==> config.mk <==
export PLATFORM = sky130hd
export DESIGN_NAME = dual_cascade_timer
export DESIGN_NICKNAME = d
export VERILOG_FILES = /design/src/rtl/dct_pkg.sv /design/src/rtl/dct_ctrl.sv /design/src/rtl/dct_datapath.sv /design/src/rtl/dual_cascade_timer.sv
export SDC_FILE = /design/constraint.sdc
export NUM_CORES = 1
export LEC_CHECK = 0
export ABC_AREA = 1
export BUFFER_PORTS_ARGS = -buffer_cell sky130_fd_sc_hd__buf_2
export CAP_MARGIN = 10
export CORE_ASPECT_RATIO = 1.4
export CORE_UTILIZATION = 45
export DETAILED_ROUTE_END_ITERATION = 10
export REMOVE_ABC_BUFFERS = 1
export SLEW_MARGIN = 0
export SYNTH_ARGS = -nofsm -noshare
export SYNTH_HDL_FRONTEND = slang
export SYNTH_HIERARCHICAL = 1
export SYNTH_SLANG_ARGS = --single-unit
==> constraint.sdc <==
create_clock -name clk -period 2.6 [get_ports clk]
set_input_delay 0.13 -clock clk [delete_from_list [all_inputs] [get_ports clk]]
set_output_delay 0.13 -clock clk [all_outputs]
set_load 0.01 [all_outputs]
==> src/rtl/dct_pkg.sv <==
package dct_pkg;
  localparam int TMR_W     = 16;
  localparam int NUM_TMR   = 2;
  localparam int DIV_RATIO = 4;
  localparam int SEL_W     = $clog2(NUM_TMR);
  localparam int ADDR_W    = SEL_W + 2;

  localparam int CONT_BIT   = 0;
  localparam int PRESC_BIT  = 3;
  localparam int RETRIG_BIT = 4;
  localparam int PERMIT_BIT = TMR_W - 2;
  localparam int EN_BIT     = TMR_W - 1;

  typedef enum logic [1:0] {
    REG_CTL  = 2'd0,
    REG_CNT  = 2'd1,
    REG_MAX  = 2'd2,
    REG_NONE = 2'd3
  } regSel_e;

  typedef struct packed {
    logic en;
    logic retrig;
    logic presc;
    logic cont;
  } tmrCtl_t;

  typedef struct packed {
    logic [NUM_TMR-1:0] ldCnt;
    logic [NUM_TMR-1:0] ldMax;
    logic [NUM_TMR-1:0] adv;
    logic [NUM_TMR-1:0] clr;
    logic [TMR_W-1:0]   data;
  } dpStrobe_t;
endpackage

==> src/rtl/dct_ctrl.sv <==
module dct_ctrl
  import dct_pkg::*;
(
  input  logic                         clk,
  input  logic                         rstN,
  input  logic                         wrEn,
  input  logic [ADDR_W-1:0]            addr,
  input  logic [TMR_W-1:0]             wrData,
  input  logic [NUM_TMR-1:0]           atLast,
  output dpStrobe_t                    strb,
  output tmrCtl_t [NUM_TMR-1:0]        ctlQ,
  output logic [NUM_TMR-1:0]           stepQ,
  output logic                         tick
);
  localparam int DIV_W = (DIV_RATIO > 1) ? $clog2(DIV_RATIO) : 1;

  logic [DIV_W-1:0]     divCnt;
  logic [SEL_W-1:0]     tmrSel;
  regSel_e              regSel;
  tmrCtl_t [NUM_TMR-1:0] ctlR;
  logic [NUM_TMR-1:0]   step, ctlHit, ldCntV, ldMaxV, advV, clrV, termV;

  assign tmrSel = addr[ADDR_W-1:2];
  assign regSel = regSel_e'(addr[1:0]);
  assign tick   = (divCnt == DIV_W'(DIV_RATIO - 1));

  // quarter-rate tick enable, free-running from reset
  always_ff @(posedge clk or negedge rstN) begin
    if (!rstN)     divCnt <= '0;
    else if (tick) divCnt <= '0;
    else           divCnt <= divCnt + 1'b1;
  end

  genvar gi;
  generate
    for (gi = 0; gi < NUM_TMR; gi++) begin : g_tmr
      logic selHit;
      assign selHit = wrEn && (tmrSel == SEL_W'(gi));
      assign ctlHit[gi] = selHit && (regSel == REG_CTL);
      assign ldCntV[gi] = selHit && (regSel == REG_CNT);
      assign ldMaxV[gi] = selHit && (regSel == REG_MAX);

      if (gi == 0) begin : g_base
        // the lowest counter has no cascade source: always tick-driven
        assign step[gi] = ctlR[gi].en && tick;
      end else begin : g_casc
        logic srcEv;
        assign srcEv    = ctlR[gi].presc ? (step[gi-1] && atLast[gi-1]) : tick;
        assign step[gi] = ctlR[gi].en && srcEv;
      end

      assign termV[gi] = step[gi] && atLast[gi];
      assign advV[gi]  = step[gi] && !atLast[gi];
      assign clrV[gi]  = termV[gi] && ctlR[gi].cont;
    end
  endgenerate

  always_ff @(posedge clk or negedge rstN) begin
    if (!rstN) begin
      ctlR <= '0;
    end else begin
      for (int i = 0; i < NUM_TMR; i++) begin
        if (ctlHit[i]) begin
          ctlR[i].cont   <= wrData[CONT_BIT];
          ctlR[i].presc  <= wrData[PRESC_BIT];
          ctlR[i].retrig <= wrData[RETRIG_BIT];
        end
        if (ctlHit[i] && wrData[PERMIT_BIT])
          ctlR[i].en <= wrData[EN_BIT];
        else if (termV[i] && !ctlR[i].cont)
          ctlR[i].en <= 1'b0;
      end
    end
  end

  assign strb  = '{ldCnt: ldCntV, ldMax: ldMaxV, adv: advV, clr: clrV, data: wrData};
  assign ctlQ  = ctlR;
  assign stepQ = step;
endmodule

==> src/rtl/dct_datapath.sv <==
module dct_datapath
  import dct_pkg::*;
(
  input  logic                              clk,
  input  logic                              rstN,
  input  dpStrobe_t                         strb,
  output logic [NUM_TMR-1:0][TMR_W-1:0]     cntQ,
  output logic [NUM_TMR-1:0][TMR_W-1:0]     maxQ,
  output logic [NUM_TMR-1:0]                atLast
);
  logic [NUM_TMR-1:0][TMR_W-1:0] cntR, maxR;

  genvar gi;
  generate
    for (gi = 0; gi < NUM_TMR; gi++) begin : g_last
      logic [TMR_W-1:0] lastVal;
      // zero max-compare selects the full-range period
      assign lastVal    = (maxR[gi] == '0) ? '1 : (maxR[gi] - 1'b1);
      assign atLast[gi] = (cntR[gi] == lastVal);
    end
  endgenerate

  always_ff @(posedge clk or negedge rstN) begin
    if (!rstN) begin
      cntR <= '0;
      maxR <= '0;
    end else begin
      for (int i = 0; i < NUM_TMR; i++) begin
        if (strb.ldCnt[i])    cntR[i] <= strb.data;
        else if (strb.clr[i]) cntR[i] <= '0;
        else if (strb.adv[i]) cntR[i] <= cntR[i] + 1'b1;
        if (strb.ldMax[i])    maxR[i] <= strb.data;
      end
    end
  end

  assign cntQ = cntR;
  assign maxQ = maxR;
endmodule

==> src/rtl/dual_cascade_timer.sv <==
module dual_cascade_timer
  import dct_pkg::*;
(
  input  logic              clk,
  input  logic              rstN,
  input  logic              wrEn,
  input  logic [ADDR_W-1:0] addr,
  input  logic [TMR_W-1:0]  wrData,
  output logic [TMR_W-1:0]  rdData
);
  dpStrobe_t                     strb;
  tmrCtl_t [NUM_TMR-1:0]         ctlQ;
  logic [NUM_TMR-1:0][TMR_W-1:0] cntQ, maxQ;
  logic [NUM_TMR-1:0]            atLast, stepQ, enVec, contVec;
  logic                          tick;
  logic [SEL_W-1:0]              rdSel;

  dct_ctrl u_ctrl (
    .clk(clk), .rstN(rstN), .wrEn(wrEn), .addr(addr), .wrData(wrData),
    .atLast(atLast), .strb(strb), .ctlQ(ctlQ), .stepQ(stepQ), .tick(tick)
  );

  dct_datapath u_dp (
    .clk(clk), .rstN(rstN), .strb(strb),
    .cntQ(cntQ), .maxQ(maxQ), .atLast(atLast)
  );

  always_comb begin
    for (int i = 0; i < NUM_TMR; i++) begin
      enVec[i]   = ctlQ[i].en;
      contVec[i] = ctlQ[i].cont;
    end
  end

  assign rdSel = addr[ADDR_W-1:2];

  always_comb begin
    rdData = '0;
    case (regSel_e'(addr[1:0]))
      REG_CTL: begin
        rdData[EN_BIT]     = ctlQ[rdSel].en;
        rdData[RETRIG_BIT] = ctlQ[rdSel].retrig;
        rdData[PRESC_BIT]  = ctlQ[rdSel].presc;
        rdData[CONT_BIT]   = ctlQ[rdSel].cont;
      end
      REG_CNT: rdData = cntQ[rdSel];
      REG_MAX: rdData = maxQ[rdSel];
      default: rdData = '0;
    endcase
  end
endmodule

== Yosys cells after proc, flatten, opt, wreduce, memory -nomap -nowiden ==
Index checks and enable logic that the tools add are counted.

* Bits in registers: 74

* $add $sub $neg: 5
* Order comparisons: 1
* Equality and inequality tests: 5
* Muxes and demuxes: 25
* Bitwise logic cells: 1
* Reduce and logical (&&, ||, !) cells: 31

{| class="wikitable"
|+ Operator list
! operator !! number
|-
| $mux 16 || 12
|-
| $add 16x1->16 const B || 2
|-
| $eq 16x16->1 || 2
|-
| $logic_not 16->1 || 2
|-
| $sub 16x1->16 const B || 2
|-
| $logic_and 1x1->1 || 20
|-
| $pmux 10 s2 || 1
|-
| $mux 4 || 2
|-
| $pmux 1 s3 || 2
|-
| $pmux 2 s3 || 1
|-
| $reduce_bool 3->1 || 2
|-
| $mux 1 || 5
|-
| $eq 2x2->1 const B || 2
|-
| $logic_not 1->1 || 4
|-
| $pmux 2 s2 || 1
|-
| $reduce_bool 2->1 || 2
|-
| $add 2x1->2 const B || 1
|-
| $eq 2x1->1 const B || 1
|-
| $logic_not 2->1 || 1
|-
| $lt 1x2->1 const B || 1
|-
| $mux 2 || 1
|-
| $not 1->1 || 1
|}

== Logic depth before layout (Yosys ltp) ==
* Depth after elaboration: 10
* Mapped depth: 27
* Gate-level depth less buffers: 27

== By module ==
The synthesis kept the hierarchy.

{| class="wikitable"
|+ By module, submodules not included
! module !! instances !! cells each !! area an instance (um^2)
|-
| dct_datapath || 1 || 684 || 4628.2
|-
| dual_cascade_timer || 1 || 180 || 877.1
|-
| dct_ctrl || 1 || 82 || 646.9
|}

== Worst setup path before layout ==
Ideal clock, no wire load.

* Path kind: reg-to-reg
* Start point: register u_dp.maxR (netlist bit u_dp/maxQ[0])
* End point: register u_dp.cntR (netlist bit u_dp/cntQ[25])
* Library setup time: 0.131 ns
* Arrival: 2.674 ns
* Data required time: 2.469 ns
* Setup slack: -0.205 ns
* Cell stages (with the launch flop): 26
* Cell sequence: dfrtp_1 -> inv_1 -> ha_1 -> nand2_4 -> nor2_4 -> nand2_4 -> buf_6 -> nand4_2 -> nand2_2 -> nor2_2 -> nand2_1 -> nor2_1 -> nand2_1 -> nor2_1 -> nand3_2 -> nand2_2 -> nand2_2 -> inv_2 -> nand2_1 -> nor2_2 -> nor2_1 -> inv_1 -> nor2_2 -> buf_2 -> a21oi_1 -> a22oi_1

{| class="wikitable"
|+ RTL lines
! item !! RTL line !! text
|-
| start: declaration || dct_datapath.sv:11 || <nowiki>logic [NUM_TMR-1:0][TMR_W-1:0] cntR, maxR;</nowiki>
|-
| start signal: indexed assignment || dct_datapath.sv:32 || <nowiki>if (strb.ldMax[i]) maxR[i] <= strb.data;</nowiki>
|-
| end signal: indexed assignment || dct_datapath.sv:29 || <nowiki>if (strb.ldCnt[i]) cntR[i] <= strb.data;</nowiki>
|-
| end signal: indexed assignment || dct_datapath.sv:31 || <nowiki>else if (strb.adv[i]) cntR[i] <= cntR[i] + 1'b1;</nowiki>
|-
| end: declaration || dct_datapath.sv:11 ||
|}

==> impl_metrics.ini <==
[sta]
hold_viol = 48
fin_tns_setup_ns = -6.24
report.final.slew_viol_count = 0
setup_slack_ns = -0.283
fmax_mhz = 347
hold_ws_ns = -0.0635
fin_skew_ns = 0.00543
period_share_pct = 111
max_slew_margin_pct = 31.3
finalCriticalPeriod_ns = 2.88
rsz0062_at_grt = yes
tightest_slew_ns = 1.03
final-setup-viol-count = 32

[die]
ios = 38
design.die.area_mm2 = 0.0141
die_x_um = 101
std_cell_rows = 50
die_height_um = 140
start_util_pct = 46.1
core_mm2 = 0.0133

[grt]
grt_usage_pct = 30.2
antenna_found_initial = 0
grt_max_degree = 75
grt.overflow.total = 0
grt_first_pass_wirelength_um = 32200
first_global_vias = 6173

[yosys]
synthCells = 945
yosys_warnings = 6
postSynthAreaPerCell_um2 = 6.51
synth_area_mm2 = 0.00615

[drt]
drt_pass1_iterations = 5
wl_per_cell_um = 16.8
viasPerCell = 5.34
ant_nets = 0
drt_wl_total_um = 21100
route.vias.total = 6681
drcViolationCount = 0
drt_iter0_markers = 457

[setup_path]
path_cells = inv_2 > ha_4 > nand2_8 > nor2_4 > nand2_4 > buf_4 > buf_4 > nand3_2 > nand2_1 > inv_1 > nor2_1 > nand2_1 > nor2_4 > nand3_4 > buf_4 > nor2_4 > nor2_4 > clkinv_4 > nor2_4 > inv_2 > nor2_1 > a21oi_1
worstSetupPathType = reg -> reg
cp.arrival_ns = 3.09
path_buf_inv = 7
critPathMostFrequentCell = nor2_4
cp_max_fo = 7
required_ns = 2.81
cp-end-kind = flip-flop
slowest_delay_ns = 0.39
cp_slowest_cell = dfrtp_1
start_kind = flip-flop
crit_family = simple AND/OR/NAND/NOR gates

[finish]
final_core_util_pct = 58.5
syn2layout_area_growth_pct = 26.9
finalNetCount = 1096
drive_gt1_share_pct = 27.2
antenna_cells = 0

[power]
switching_share_pct = 43.2
finalPower_mw = 6.00
pwr_density_cell_mw_per_mm2 = 769
p_int_mw = 3.41
pwr-share-clk_pct = 21.6
p_leak_nw = 3.92
peakVddDrop_uv = 422
combPwrFrac_pct = 46.8
pwr-share-seq_pct = 31.7
p_switching_mw = 2.60

[clocking]
htreeDepth = 3
clkLatencyLatePin_ns = 0.35
holdBufCountCts = 0
cts_root_buffer = clkbuf_16
cts_buffer_depth = 2
clock_sinks = 74
tritoncts = yes
clk_pin_slew_ns = 0.06
numCtsBuffers = 9

[worst_hold_path]
min_path_type = in -> async

[run]
cap_violations = 0

[place]
io_buffers = 37
place_hpwl_um = 15300
gp_congestion = 0.928

[run_status]
outcome = complete, but fails checks
violations = hold timing, setup timing
## power by group through the flow
stage	Clock, mW	Sequential [mW]	Combinational, mW
after CTS	1.32	1.89	2.66
after global placement	0	1.89	2.58
after global routing	1.38	1.95	3.10
after floorplan	0	1.82	1.59
final	1.30	1.90	2.81
after detailed placement	0	1.90	2.59
## metrics by stage
step,std cells,area [um^2],hold WS (ns),setup WS (ns)
3_5_place_dp,1213,7010,0.372,-0.423
4_1_cts,1239,7520,0.00146,-0.190
3_3_place_gp,1213,7010,0.375,-0.387
5_1_grt,1251,7800,0.0269,-0.440
2_1_floorplan,901,5860,-0.166,-0.775
6_report,1251,7800,-0.0635,-0.283
## metal layers
layer  track usage [%]  vias up  share of wire [%]
li1                  -     3287                  -
met1              37.5     3122                 41
met2              52.9      218                 51
met3              3.19       54                4.4
met4              12.1        0                3.8
met5                 0        -                  0
## repair_timing
action,4_1_cts,5_1_grt
setup buffers,7,11
cloned,3,1
gates resized for setup,39,48
endpoints found under the setup margin,32,32
pin swaps,8,18
## flip-flops by register name (all words and copies together), names as in the netlist
signal         flops
u_ctrl/ctlQ        8
u_ctrl/divCnt      2
u_dp/maxQ         32
u_dp/cntQ         32
## final timing paths
path	from	endpoint	slack (ns)	cells past startpoint
worst max-delay path	u_dp/maxQ[0]$_DFFE_PN0P_	u_dp/cntQ[12]$_DFFE_PN0P_	-0.28	22
worst min-delay path	rstN	u_dp/maxQ[2]$_DFFE_PN0P_	-0.06	1
worst max register to register	u_dp/maxQ[0]$_DFFE_PN0P_	u_dp/cntQ[12]$_DFFE_PN0P_	-0.28	22
worst min register to register	u_ctrl/divCnt[0]$_DFF_PN0_	u_ctrl/divCnt[0]$_DFF_PN0_	0.44	1
max in group asynchronous	rstN	u_dp/maxQ[25]$_DFFE_PN0P_	1.96	1
min in group clk	wrData[1]	u_dp/maxQ[1]$_DFFE_PN0P_	0.07	3
## final cells by class
cell class                 count  area (um^2)
tap                          182          228
clock buffer                  10          239
sequential                    74         1850
timing repair buffer         149         1090
fill                        1339         5530
clock inverter                 6         66.3
inverter                     139          528
multi-input combinational    691         3790
## cells in the final DEF, fill, tap and decap left out, types with 22 or more instances in the layout
cell type / instances
a21oi_1: 31
buf_2: 36
buf_4: 101
dfrtp_1: 72
inv_1: 128
nand2_1: 255
nand3_1: 90
nor2_1: 52
nor2_2: 22
o21ai_0: 52
Power figures use the tool's default switching activity.
